**src/rtl/psr_pkg.sv**
```systemverilog
package psr_pkg;
  // bit 2 handler-active, bit 1 user, bit 0 interrupt enable
  typedef struct packed {
    logic eh;
    logic u;
    logic pie;
  } psr_t;

  localparam int unsigned PSR_W = 3;

  localparam int unsigned IDX_STATUS = 0;
  localparam int unsigned IDX_ESAVE  = 1;
  localparam int unsigned IDX_BSAVE  = 2;
  localparam int unsigned IDX_IEN    = 3;
  localparam int unsigned IDX_IPEND  = 4;

  localparam psr_t PSR_ENTRY = '{eh: 1'b1, u: 1'b0, pie: 1'b0};
endpackage

```
**src/rtl/psr_status_core.sv**
```systemverilog
module psr_status_core
  import psr_pkg::*;
(
  input  logic clk,
  input  logic rst,
  input  logic exc_i,
  input  logic brk_i,
  input  logic eret_i,
  input  logic bret_i,
  input  logic wr_status,
  input  logic wr_esave,
  input  logic wr_bsave,
  input  psr_t wdata,
  output psr_t status_o,
  output psr_t esave_o,
  output psr_t bsave_o
);
  psr_t cur_q, esv_q, bsv_q;

  always_ff @(posedge clk) begin
    if (rst) begin
      cur_q <= '0;
      esv_q <= '0;
      bsv_q <= '0;
    end else if (brk_i) begin
      bsv_q <= cur_q;
      cur_q <= PSR_ENTRY;
    end else if (exc_i) begin
      esv_q <= cur_q;
      cur_q <= PSR_ENTRY;
    end else begin
      if (bret_i)         cur_q <= bsv_q;
      else if (eret_i)    cur_q <= esv_q;
      else if (wr_status) cur_q <= wdata;
      if (wr_esave) esv_q <= wdata;
      if (wr_bsave) bsv_q <= wdata;
    end
  end

  assign status_o = cur_q;
  assign esave_o  = esv_q;
  assign bsave_o  = bsv_q;

  assert_entry_super_R2: assert property (@(posedge clk) disable iff (rst)
    (exc_i || brk_i) |=> (cur_q.eh && !cur_q.u && !cur_q.pie));

  assert_eret_restore_R3: assert property (@(posedge clk) disable iff (rst)
    (eret_i && !exc_i && !brk_i && !bret_i) |=> (cur_q == $past(esv_q)));

  assert_brk_save_R4: assert property (@(posedge clk) disable iff (rst)
    brk_i |=> (bsv_q == $past(cur_q)));

  assert_brk_prio_R5: assert property (@(posedge clk) disable iff (rst)
    (brk_i && exc_i) |=> $stable(esv_q));
endmodule

```
**src/rtl/psr_irq_unit.sv**
```systemverilog
module psr_irq_unit #(
  parameter int unsigned NUM_IRQ = 32
) (
  input  logic               clk,
  input  logic               rst,
  input  logic [NUM_IRQ-1:0] irq_i,
  input  logic               wr_en,
  input  logic [NUM_IRQ-1:0] wdata,
  input  logic               pie,
  output logic [NUM_IRQ-1:0] pend_o,
  output logic [NUM_IRQ-1:0] en_o,
  output logic               req_o
);
  logic [NUM_IRQ-1:0] pend_q, en_q, live;
  logic               req_q;

  always_ff @(posedge clk) begin
    if (rst) begin
      pend_q <= '0;
      en_q   <= '0;
    end else begin
      pend_q <= irq_i;
      if (wr_en) en_q <= wdata;
    end
  end

  for (genvar i = 0; i < NUM_IRQ; i++) begin : g_line
    assign live[i] = pend_q[i] & en_q[i];
  end

  always_ff @(posedge clk) begin
    if (rst) req_q <= 1'b0;
    else     req_q <= pie & (|live);
  end

  assign pend_o = pend_q;
  assign en_o   = en_q;
  assign req_o  = req_q;

  assert_req_gated_R9: assert property (@(posedge clk) disable iff (rst)
    req_q |-> $past(pie));
endmodule

```
**src/rtl/psr_csr_port.sv**
```systemverilog
module psr_csr_port
  import psr_pkg::*;
#(
  parameter int unsigned ADDR_W  = 5,
  parameter int unsigned DATA_W  = 32,
  parameter int unsigned NUM_IRQ = 32
) (
  input  logic               clk,
  input  logic               rst,
  input  logic               we_i,
  input  logic               re_i,
  input  logic [ADDR_W-1:0]  addr_i,
  input  logic               user_i,
  input  psr_t               status_i,
  input  psr_t               esave_i,
  input  psr_t               bsave_i,
  input  logic [NUM_IRQ-1:0] en_i,
  input  logic [NUM_IRQ-1:0] pend_i,
  output logic               wr_status,
  output logic               wr_esave,
  output logic               wr_bsave,
  output logic               wr_en,
  output logic [DATA_W-1:0]  rdata_o,
  output logic               illegal_o
);
  logic              legal;
  logic [DATA_W-1:0] rmux;
  logic [DATA_W-1:0] rdata_q;
  logic              ill_q;

  assign legal     = !user_i;
  assign wr_status = we_i && legal && (addr_i == ADDR_W'(IDX_STATUS));
  assign wr_esave  = we_i && legal && (addr_i == ADDR_W'(IDX_ESAVE));
  assign wr_bsave  = we_i && legal && (addr_i == ADDR_W'(IDX_BSAVE));
  assign wr_en     = we_i && legal && (addr_i == ADDR_W'(IDX_IEN));

  always_comb begin
    rmux = '0;
    case (addr_i)
      ADDR_W'(IDX_STATUS): rmux = DATA_W'(status_i);
      ADDR_W'(IDX_ESAVE):  rmux = DATA_W'(esave_i);
      ADDR_W'(IDX_BSAVE):  rmux = DATA_W'(bsave_i);
      ADDR_W'(IDX_IEN):    rmux = DATA_W'(en_i);
      ADDR_W'(IDX_IPEND):  rmux = DATA_W'(pend_i);
      default:             rmux = '0;
    endcase
  end

  always_ff @(posedge clk) begin
    if (rst) begin
      rdata_q <= '0;
      ill_q   <= 1'b0;
    end else begin
      rdata_q <= (re_i && legal) ? rmux : '0;
      ill_q   <= (re_i || we_i) && !legal;
    end
  end

  assign rdata_o   = rdata_q;
  assign illegal_o = ill_q;

  assert_user_block_R10: assert property (@(posedge clk) disable iff (rst)
    ((re_i || we_i) && user_i) |=> (ill_q && rdata_q == '0));
endmodule

```
**src/rtl/cpu_status_ctrl.sv**
```systemverilog
module cpu_status_ctrl
  import psr_pkg::*;
#(
  parameter int unsigned NUM_IRQ = 32,
  parameter int unsigned DATA_W  = 32,
  parameter int unsigned ADDR_W  = 5
) (
  input  logic               clk,
  input  logic               rst,
  input  logic               exc_i,
  input  logic               brk_i,
  input  logic               eret_i,
  input  logic               bret_i,
  input  logic               csr_we_i,
  input  logic               csr_re_i,
  input  logic [ADDR_W-1:0]  csr_addr_i,
  input  logic [DATA_W-1:0]  csr_wdata_i,
  output logic [DATA_W-1:0]  csr_rdata_o,
  output logic               csr_illegal_o,
  input  logic [NUM_IRQ-1:0] irq_i,
  output logic               user_mode_o,
  output logic               exc_handler_o,
  output logic               int_en_o,
  output logic               irq_req_o
);
  psr_t               status, esave, bsave, wpsr;
  logic               wr_status, wr_esave, wr_bsave, wr_en;
  logic [NUM_IRQ-1:0] en, pend;

  assign wpsr = psr_t'(csr_wdata_i[PSR_W-1:0]);

  psr_status_core u_core (
    .clk(clk), .rst(rst),
    .exc_i(exc_i), .brk_i(brk_i), .eret_i(eret_i), .bret_i(bret_i),
    .wr_status(wr_status), .wr_esave(wr_esave), .wr_bsave(wr_bsave),
    .wdata(wpsr),
    .status_o(status), .esave_o(esave), .bsave_o(bsave)
  );

  psr_irq_unit #(.NUM_IRQ(NUM_IRQ)) u_irq (
    .clk(clk), .rst(rst), .irq_i(irq_i),
    .wr_en(wr_en), .wdata(csr_wdata_i[NUM_IRQ-1:0]),
    .pie(status.pie),
    .pend_o(pend), .en_o(en), .req_o(irq_req_o)
  );

  psr_csr_port #(.ADDR_W(ADDR_W), .DATA_W(DATA_W), .NUM_IRQ(NUM_IRQ)) u_port (
    .clk(clk), .rst(rst),
    .we_i(csr_we_i), .re_i(csr_re_i), .addr_i(csr_addr_i),
    .user_i(status.u),
    .status_i(status), .esave_i(esave), .bsave_i(bsave),
    .en_i(en), .pend_i(pend),
    .wr_status(wr_status), .wr_esave(wr_esave), .wr_bsave(wr_bsave), .wr_en(wr_en),
    .rdata_o(csr_rdata_o), .illegal_o(csr_illegal_o)
  );

  assign user_mode_o   = status.u;
  assign exc_handler_o = status.eh;
  assign int_en_o      = status.pie;
endmodule

```
**config.mk**
```make
export PLATFORM = sky130hd
export DESIGN_NAME = cpu_status_ctrl
export DESIGN_NICKNAME = d
export VERILOG_FILES = /design/src/rtl/psr_pkg.sv /design/src/rtl/psr_status_core.sv /design/src/rtl/psr_irq_unit.sv /design/src/rtl/psr_csr_port.sv /design/src/rtl/cpu_status_ctrl.sv
export SDC_FILE = /design/constraint.sdc
export NUM_CORES = 1
export LEC_CHECK = 0
export ABC_CLOCK_PERIOD_IN_PS = 1300
export CAP_MARGIN = 15
export CORE_UTILIZATION = 56
export DETAILED_ROUTE_END_ITERATION = 6
export DONT_BUFFER_PORTS = 1
export PLACE_DENSITY = 0.7
export SLEW_MARGIN = 10
export SYNTH_ARGS = -nofsm -noshare
export SYNTH_HDL_FRONTEND = slang
export SYNTH_SLANG_ARGS = --single-unit
```
**constraint.sdc**
```tcl
create_clock -name clk -period 1.3 [get_ports clk]
set_input_delay 0.13 -clock clk [delete_from_list [all_inputs] [get_ports clk]]
set_output_delay 0.13 -clock clk [all_outputs]
set_load 0.01 [all_outputs]
```
==> results.ini, run 1 <==
[pwr]
ir_drop_mv=0.826
power_frac_clock_pct=35.9
pwr-share-comb_pct=7.3
seqPwrFrac_pct=56.9
internal-power_uw=4710
leakage_uw=0.00182
powerDensity_nw_per_um2=1190
p_switching_uw=1270
switching_share_pct=21.2

[cells_and_area]
fillers=481
syn2layout_area_growth_pct=28.7
multi_input_area_sq_um=1680
register_area_sq_um=2150
final_util_pct=74.4
antennaDiodeCount=0
drive_gt1_share_pct=12.2
fin_nets=555

[critical_path]
crit_chain=buf_4 -> nor3b_2 -> dlygate4sd3_1
crit_required_ps=1560
cp-end-kind=flip-flop
critPathTopFamily=buffers and inverters
worstSetupPathType=flip-flop to flip-flop
cp_slowest_cell=dlygate4sd3_1
critPathArrivalTime_ps=1580
path_max_fanout=7
critPathLaunchType=flip-flop
path_buf_inv=2
cpPeakStageDelay_ps=550

[floorplan]
dieArea_sq_um=7310
initial_core_util_pct=57.8
num_rows=30
die_height_microns=85.5
core_region_area_sq_um=6760
die_w_microns=85.5
ios=114

[timing]
finalMaxSlewViolations=0
setup_slack_ps=-21.1
fmaxAchievable_mhz=757
finalSetupViolCount=1
fin_crit_ps=1320
period_share_pct=102
grt_setup_unrepaired=yes
finalClockSkew_ps=11.6
hold_violations=0
slew_headroom_pct=66.2
tightest_slew_ps=505

[route]
viasPerCell=5.73
vias=3225
wl_mm=10.1
wl_per_cell_microns=18.0
drc=0
ant_nets=0
drt-initial-drc-count=199
first_pass_iters=4

[global_routing]
grt_antenna_before_repair=0
grt_pass1_vias=3176
grt-ovfl-total=0
grt_pass1_wl_mm=15.8
grtUsageTotal_pct=28.3
grt_max_degree=53

[outcome]
status=finished with violations
violations=setup timing

[synthesis]
synth_top_area_share_pct=54.9
mappedNetlistArea_sq_um=3900
yosys_warnings=0
synth_cell_types=30
syn_avg_cell_area_sq_um=9.52
synth_area_leader_cell=dfxtp_1
ys_seq_area_share_pct=54.9
synthTopCellsByArea=dfxtp_1, a22oi_1, nand2_1, nor2b_1, a21oi_1
ys_ff_latch=107
synth_nets=487
syn_inst=410

[cts]
htree_num_levels=3
clockBufferDepth=2
cts_buffers=9
root_buffer=clkbuf_8
clk_pin_slew_ps=90
cts_tree=done
insertion_delay_ps=360
cts_sinks=107

[placed_design]
hpwl_mm=5.99
place_ws_ps=-36.0
gp_congestion=0.872
numPortBuffers=0

[flow_run]
maxCapViolCount=0

[worst_hold_path]
hp-class=input pin to flip-flop

==> layout by cell type (no fill, tap or decap), types with 2 or more instances in the layout <==
cell,netlist,final
mux2_2,10,10
mux2i_1,11,11
nor2_2,1,2
buf_12,0,6
a22oi_2,0,2
dfxtp_1,107,102
a21oi_1,33,33
nor4_1,4,3
clkbuf_8,0,9
nor2_1,44,43
bufinv_16,0,2
dlygate4sd3_1,0,68
nor2b_1,35,34
nand4_1,4,4
o21ai_0,2,2
clkbuf_1,14,3
a22oi_1,45,43
dfxtp_2,0,5
a222oi_1,3,3
a22o_1,3,3
nand2_1,66,66
buf_4,2,10
==> sequential cells by signal, indices dropped and copies added, names as in the netlist <==
signal	cells
u_irq.en_o	32
u_port.rdata_o	32
u_core.status_o	3
u_irq.req_o	1
u_core.esave_o	3
u_core.bsave_o	3
u_irq.pend_o	32
u_port.illegal_o	1
==> layer usage <==
layer	vias to the layer above	part of all wire (%)	wire (microns)	GRT usage, %
met5	-	0	0	0
met4	0	1.4	146	7.88
met3	14	7.3	734	7.60
met2	154	46	4690	44.0
met1	1505	45	4550	39.0
li1	1552	-	-	-
==> area by class of cell <==
class / count / share of cell area (%)
sequential: 107 / 42.8
multi-input combinational: 274 / 33.4
timing repair buffer: 85 / 17.7
clock buffer: 12 / 2.69
tap: 80 / 1.99
clock inverter: 4 / 1.47
inverter: 1 / 0.0747
==> power by group through the flow <==
stage / combinational, uW / clock [uW] / sequential (uW)
floorplan: 198 / 0 / 3460
global placement: 201 / 0 / 3470
detailed placement: 207 / 0 / 3470
CTS: 411 / 2170 / 3400
global route: 462 / 2350 / 3410
finish: 434 / 2140 / 3400
==> worst reg2reg max path, cell delays in order, from the launching register on <==
cell and delay [ps]:
dfxtp_2 350, buf_4 170, nor3b_2 150, dlygate4sd3_1 550
==> cell families after synthesis <==
family	synth area share (%)
and+or+nand+nor	19.5
DFF	54.9
AOI/OAI and AO/OA	16.0
buffers and inverters	4.00
muxes	5.70
==> worst paths after layout <==
path / startpoint / end / slack, ps / cells past startpoint
worst max-delay path: u_core.status_o[1] / u_port.illegal_o / -20 / 3
worst min-delay path: eret_i / u_core.status_o[0] / 30 / 3
worst max register to register: u_core.status_o[1] / u_port.illegal_o / -20 / 3
worst min register to register: u_irq.en_o[5] / u_irq.en_o[5] / 480 / 2
==> timing repair <==
item / 4_1_cts / 5_1_grt
hold buffers: 70 / 0
gates cloned: 0 / 0
buffers inserted: 0 / 2
setup endpoints to repair: 11 / 44
pin swaps: 2 / 6
endpoints found under the hold margin: 75 / 0
gates resized for setup: 4 / 13
==> synthesized netlist by cell type, drive strengths merged <==
cell and count:
dfxtp 107, nand2 66, a22oi 45, nor2 45, nor2b 35, a21oi 33
buf 14, clkbuf 14, mux2i 11, mux2 10, nand4 4, nor4 4
a222oi 3, a22o 3, and3 2, nor3b 2, o21ai 2, a2bb2oi 1
a311oi 1, a32oi 1, a41oi 1, and2 1, inv 1, nand3 1
nor3 1, nor4b 1, o211ai 1
==> through the flow <==
| step | instance area, sq um | hold slack (ps) | total power, uW | std cells | setup TNS (ps) |
|---|---|---|---|---|---|
| final | 5020 | 25.9 | 5980 | 563 | -21.1 |
| after detailed placement | 4030 | 208 | 3680 | 476 | -81.5 |
| after CTS | 4970 | 33.5 | 5970 | 562 | 0 |
| after floorplan | 3910 | 258 | 3660 | 410 | -1010 |
| after global routing | 5020 | 34.4 | 6220 | 563 | -225 |
| after global placement | 4030 | 204 | 3670 | 476 | 0 |
No activity file was read; power rests on OpenSTA's default activity.
==> inputs of run 2 (changes only) <==
--- a/config.mk
+++ b/config.mk
@@ -7,7 +7,9 @@
 export LEC_CHECK = 0
 export ABC_CLOCK_PERIOD_IN_PS = 1300
 export CAP_MARGIN = 15
-export CORE_UTILIZATION = 56
+export CELL_PAD_IN_SITES_DETAIL_PLACEMENT = 1
+export CELL_PAD_IN_SITES_GLOBAL_PLACEMENT = 1
+export CORE_UTILIZATION = 42
 export DETAILED_ROUTE_END_ITERATION = 6
 export DONT_BUFFER_PORTS = 1
 export PLACE_DENSITY = 0.7
==> run 2 against run 1 <==
Against the previous run:
- the run ends with DRC left
- critical path depth rose by 1
- register-to-register slack improved by 50 ps
- non-clock buffer count rose by 9
- critical path type unchanged
==> results.ini, run 2 (same netlist as run 1, synthesis figures left out) <==
[outcome]
status=finished with violations
violations=DRC

[global_routing]
grt-ovfl-total=0  ; unchanged
grt_max_degree=77  ; +45%
grt_pass1_wl_mm=16.7  ; +5.6%
grt_pass1_vias=3239  ; +2.0%
grt_antenna_before_repair=2  ; +2
grtUsageTotal_pct=22.5  ; -5.8 points

[route]
first_pass_iters=7  ; +3
viasPerCell=5.47  ; -4.4%
drt-initial-drc-count=117  ; -41%
ant_nets=0  ; unchanged
vias=3290  ; +2.0%
drc=9  ; +9
wl_per_cell_microns=19.5  ; +8.4%
wl_mm=11.7  ; +16%

[critical_path]
path_max_fanout=2  ; -5
crit_required_ps=1550  ; about the same
setup.worst_path.start=u_core.bsave_o[0]
critPathArrivalTime_ps=1530  ; -50 ps
crit_chain=mux2_2 -> a22o_1 -> a222oi_1 -> nor2_1
critPathLaunchType=flip-flop
cp_slowest_cell=dfxtp_2
critPathTopFamily=compound AO/OA/AOI/OAI gates
worstSetupPathType=flip-flop to flip-flop
cpPeakStageDelay_ps=330  ; -220 ps
r2r-start=u_core.bsave_o[0]
cp-end-kind=flip-flop
path_buf_inv=0  ; -2

[timing]
hold_violations=0  ; unchanged
fin_tns_setup_ps=0  ; +21.1 ps
fin_crit_ps=1280  ; -46.1 ps
fmaxAchievable_mhz=784  ; +3.6%
finalMaxSlewViolations=0  ; unchanged
tightest_slew_ps=454  ; -50.5 ps
slew_headroom_pct=69.6  ; +3.4 points
grt_setup_unrepaired=yes
finalClockSkew_ps=12.9  ; +1.32 ps
period_share_pct=98.1  ; -3.5 points
finalSetupViolCount=0  ; -1
setup_slack_ps=24.9  ; +46.1 ps

[cells_and_area]
mostFrequentLayoutCells=dfxtp_1, dlygate4sd3_1, nand2_1, nor2_1, a22oi_1
fillers=1003  ; +110%
final_common_cell=dfxtp_1
syn2layout_area_growth_pct=30.6
stdcell_count=601  ; +6.7%
fin_nets=564  ; +1.6%
drive_gt1_share_pct=13.2  ; +1.0 points

[pwr]
powerDensity_nw_per_um2=1150  ; -3.6%
leakage_uw=0.00185  ; +1.8%
ir_drop_mv=0.643  ; -22%
p_total_uw=5850  ; -2.1%

[floorplan]
dieArea_sq_um=9690  ; +33%
num_rows=34  ; +13%
die_height_microns=98.4  ; +15%
core_region_area_sq_um=8850  ; +31%
initial_core_util_pct=44.1  ; -14 points
ios=114  ; unchanged
die_w_microns=98.4  ; +15%

[placed_design]
hpwl_mm=7.18  ; +20%
gp_congestion=0.808  ; -7.3%
numPortBuffers=0  ; unchanged
placedCellCount=512  ; +7.6%
place_ws_ps=-135  ; -99.0 ps

[worst_hold_path]
min_from=brk_i
hp-class=input pin to flip-flop

[cts]
clk_pin_slew_ps=100  ; about the same
cts_sinks=107  ; unchanged
insertion_delay_ps=360  ; about the same
clockBufferDepth=2  ; unchanged
cts_tree=done
cts_buffers=9  ; unchanged
root_buffer=clkbuf_8
htree_num_levels=3  ; unchanged

[flow_run]
maxCapViolCount=0  ; unchanged

## run 2: metrics by stage
| step | hold WS, ps | cell area, sq um | utilization [%] |
|---|---|---|---|
| after floorplan | 258 | 3910 | - |
| after global placement | 205 | 4120 | 46.5 |
| after detailed placement | 207 | 4120 | 46.5 |
| after CTS | -194 | 4660 | 52.6 |
| after global routing | 32.1 | 5100 | 57.6 |
| final | 38.3 | 5100 | 57.6 |
## run 2: final cells by class
| type | count | area, sq um | share of cell area, % |
|---|---|---|---|
| Sequential cell | 107 | 2150 | 42.1 |
| Multi-Input combinational cell | 274 | 1670 | 32.7 |
| Timing Repair Buffer | 94 | 951 | 18.6 |
| Tap cell | 108 | 135 | 2.65 |
| Clock buffer | 11 | 131 | 2.58 |
| Clock inverter | 5 | 61.3 | 1.20 |
| Inverter | 1 | 3.75 | 0.0736 |
| Antenna cell | 1 | 2.50 | 0.0491 |
## run 2: worst register-to-register path: stages (launching register included)
cell and delay (ps):
dfxtp_2 330, mux2_2 250, a22o_1 180, a222oi_1 310
nor2_1 90
## run 2: power by group
| group | switching, uW | internal [uW] | leakage (uW) |
|---|---|---|---|
| clock network | 1110 | 900 | 0.0000862 |
| registers | 50.6 | 3350 | 0.000874 |
| logic | 168 | 273 | 0.000888 |
## run 2: final timing paths
| check | endpoint | cells past startpoint | slack, ps |
|---|---|---|---|
| hold / removal | u_core.bsave_o[2] | 3 | 40 |
| setup / recovery | u_port.rdata_o[0] | 4 | 20 |
| hold reg to reg | u_irq.en_o[2] | 2 | 480 |
| setup reg to reg | u_port.rdata_o[0] | 4 | 20 |
## run 2: repair_timing
action	in CTS	in global routing
hold buffers	34	37
setup buffers	0	1
endpoints found under the hold margin	75	43
setup endpoints to repair	41	39
gates resized for setup	2	14
pin swaps	1	7
## run 2: metal layers
| metal | part of all wire (%) | global-route usage [%] | up-vias |
|---|---|---|---|
| li1 | - | - | 1564 |
| met4 | 0.90 | 4.71 | 2 |
| met1 | 43 | 28.5 | 1595 |
| met2 | 50 | 37.2 | 117 |
| met5 | 0.11 | 0 | - |
| met3 | 5.8 | 7.94 | 12 |
==> inputs of run 3 (changes only) <==
--- a/config.mk
+++ b/config.mk
@@ -5,11 +5,13 @@
 export SDC_FILE = /design/constraint.sdc
 export NUM_CORES = 1
 export LEC_CHECK = 0
+export ABC_AREA = 1
 export ABC_CLOCK_PERIOD_IN_PS = 1300
 export CAP_MARGIN = 15
 export CELL_PAD_IN_SITES_DETAIL_PLACEMENT = 1
 export CELL_PAD_IN_SITES_GLOBAL_PLACEMENT = 1
-export CORE_UTILIZATION = 42
+export CORE_MARGIN = 2
+export CORE_UTILIZATION = 39
 export DETAILED_ROUTE_END_ITERATION = 6
 export DONT_BUFFER_PORTS = 1
 export PLACE_DENSITY = 0.7
==> run 3 against run 2 <==
Against the previous run:
- the flow now finishes without violations
- wire length up 7.1%
- combinational power rose by 18%
- sequential power about the same
- count of clock-buffer cells in the layout down 1
- cell count is 38% higher
- sequential cell count unchanged
- cell area increased by 5.8%
- critical endpoint is now u_irq.en_o[14]
==> results.ini, run 3 <==
[outcome]
status=completed

[cells_and_area]
final_util_pct=50.2  ; -7.4 points
fin_nets=767  ; +36%
mostFrequentLayoutCells=nand2_1, nor2_1, dfxtp_1, inv_1, dlygate4sd3_1
stdcell_count=832  ; +38%
fillers=1417  ; +41%
syn2layout_area_growth_pct=27.2
final_common_cell=nand2_1
drive_gt1_share_pct=6.36  ; -6.9 points
antennaDiodeCount=0  ; -1

[flow_run]
maxCapViolCount=0  ; unchanged

[floorplan]
dieArea_sq_um=11700  ; +21%
initial_core_util_pct=39.5  ; -4.7 points
ios=114  ; unchanged
die_height_microns=108  ; +10%
die_w_microns=108  ; +10%
num_rows=38  ; +12%
core_region_area_sq_um=10700  ; +21%

[placed_design]
gp_congestion=0.809  ; about the same
hpwl_mm=8.45  ; +18%
place_ws_ps=83.1  ; +218 ps
numPortBuffers=0  ; unchanged
placedCellCount=749  ; +46%

[timing]
finalClockSkew_ps=6.56  ; -6.36 ps
slew_headroom_pct=75.6  ; +6.0 points
finalMaxSlewViolations=0  ; unchanged
fin_tns_setup_ps=0  ; unchanged
setup_slack_ps=102  ; +76.8 ps
grt_setup_unrepaired=no
fmaxAchievable_mhz=835  ; +6.4%
period_share_pct=92.2  ; -5.9 points
finalSetupViolCount=0  ; unchanged
tightest_slew_ps=366  ; -88.1 ps
fin_crit_ps=1200  ; -76.8 ps
hold_violations=0  ; unchanged

[global_routing]
grt_pass1_wl_mm=19.6  ; +17%
grt-ovfl-total=0  ; unchanged
grt_pass1_vias=4062  ; +25%
grt_max_degree=37  ; -52%
grtUsageTotal_pct=21.9  ; -0.59 points
grt_antenna_before_repair=0  ; -2

[pwr]
switching_share_pct=24.1  ; +1.4 points
ir_drop_mv=0.544  ; -15%
pwr-share-comb_pct=8.9  ; +1.4 points
leakage_uw=0.00254  ; +37%
seqPwrFrac_pct=58.0  ; about the same
powerDensity_nw_per_um2=1090  ; -4.7%
p_switching_uw=1420  ; +6.9%
power_frac_clock_pct=33.2  ; -1.1 points
internal-power_uw=4480  ; -0.95%

[synthesis]
synth.top_cells.by_count=nand2_1, nor2_1, dfxtp_1, inv_1, o21ai_1
yosysMostFrequentCell=nand2_1
ys_seq_area_share_pct=50.5  ; -4.3 points
synth_nets=689  ; +41%
synth_cell_types=24  ; -20%
synthTopCellsByArea=dfxtp_1, nand2_1, nor2_1, inv_1, o21ai_1
ys.flop_type=dfxtp_1
async_flop_share_pct=0  ; unchanged
syn_avg_cell_area_sq_um=6.93  ; -27%
synth_area_leader_cell=dfxtp_1
synth_top_area_share_pct=50.5  ; -4.3 points
mappedNetlistArea_sq_um=4240  ; +8.6%
syn_inst=612  ; +49%
yosys_warnings=0  ; unchanged
ys_ff_latch=107  ; unchanged
synth_edf_count=0  ; unchanged

[route]
drt-initial-drc-count=139  ; +19%
wl_mm=12.5  ; +7.1%
first_pass_iters=4  ; -3
viasPerCell=4.77  ; -13%
wl_per_cell_microns=15.1  ; -23%
vias=3968  ; +21%
drc=0  ; -9
ant_nets=0  ; unchanged

[cts]
clockBufferDepth=2  ; unchanged
cts_sinks=107  ; unchanged
cts_buffers=9  ; unchanged
clk_pin_slew_ps=90  ; about the same
root_buffer=clkbuf_8
cts_tree=done
htree_num_levels=3  ; unchanged
insertion_delay_ps=370  ; about the same

[critical_path]
path_max_fanout=17  ; +15
critPathLaunchType=flip-flop
worstSetupPathType=flip-flop to flip-flop
critPathArrivalTime_ps=1470  ; -60 ps
cp-end-kind=flip-flop
crit_required_ps=1570  ; +20 ps

[worst_hold_path]
hp-class=input pin to flip-flop

-- run 3: cell types whose count changed in the layout (fill, tap and decap cells not counted), moves of 9 or more --
cell	change
a21oi_1	-11
a22oi_1	-43
inv_1	+68
mux2_2	-10
mux2i_1	-9
nand2_1	+115
nand3_1	+18
nor2_1	+90
nor2b_1	-34
o21ai_0	+11
o21ai_1	+25
-- run 3: layout make-up --
cell class                      instances  area (sq um)  share of cell area [%]
Clock buffer                           10           128                    2.37
Clock inverter                          3          42.5                   0.789
Inverter                               72           273                    5.06
Multi-Input combinational cell        409          1710                    31.7
Sequential cell                       107          2140                    39.7
Tap cell                              140           175                    3.25
Timing Repair Buffer                   91           922                    17.1
-- run 3: stage by stage --
| stage | total power (uW) | hold slack [ps] | instance area [sq um] |
|---|---|---|---|
| CTS | 5950 | 1.08 | 5360 |
| detailed placement | 3820 | 208 | 4490 |
| floorplan | 3730 | 237 | 4240 |
| global placement | 3800 | 204 | 4490 |
| global route | 6170 | 24.7 | 5390 |
| finish | 5900 | 23.0 | 5390 |
-- run 3: critical path: stages (launching register included) --
cell and delay (ps):
dfxtp_1 320, inv_1 60, nand2_1 80, inv_2 90, nand2_2 110, buf_12 180
o21ai_0 180, nor2_1 60
-- run 3: logic make-up (layout without fill, tap and decap cells) --
family / count (synthesis) / count (layout) / share of synthesized area, %
simple gates: 344 / 344 / 32.1
flops: 107 / 107 / 50.5
buf+inv: 96 / 176 / 9.12
compound gates: 63 / 63 / 7.76
mux: 2 / 2 / 0.472
-- run 3: what timing repair did --
item / CTS / global route
buffers inserted: 0 / 1
endpoints found under the setup margin: 0 / 10
endpoints found under the hold margin: 70 / 0
gates resized for setup: 0 / 5
hold buffers: 68 / 0
-- run 3: worst paths after layout --
check | start | to | slack (ps) | depth (start not counted)
max | u_core.status_o[1] | u_irq.en_o[14] | 100 | 7
min reg2reg | u_irq.pend_o[5] | u_port.rdata_o[5] | 480 | 2
max reg2reg | u_core.status_o[1] | u_irq.en_o[14] | 100 | 7
min | bret_i | u_core.status_o[1] | 20 | 5
-- run 3: power by group through the flow --
| stage | Clock, uW | Sequential, uW | Combinational (uW) |
|---|---|---|---|
| 2_1_floorplan | 0 | 3480 | 251 |
| 3_3_place_gp | 0 | 3490 | 306 |
| 3_5_place_dp | 0 | 3490 | 322 |
| 4_1_cts | 2010 | 3420 | 519 |
| 5_1_grt | 2150 | 3430 | 587 |
| 6_report | 1960 | 3420 | 522 |
-- run 3: metal layers --
metal	up-vias	share of wire [%]	wire length, microns	global-route usage (%)
met2	74	49	6150	37.5
met3	14	4.6	579	6.09
met5	-	0	0	0
li1	2005	-	-	-
met1	1875	45	5630	26.9
met4	0	1.4	180	6.41
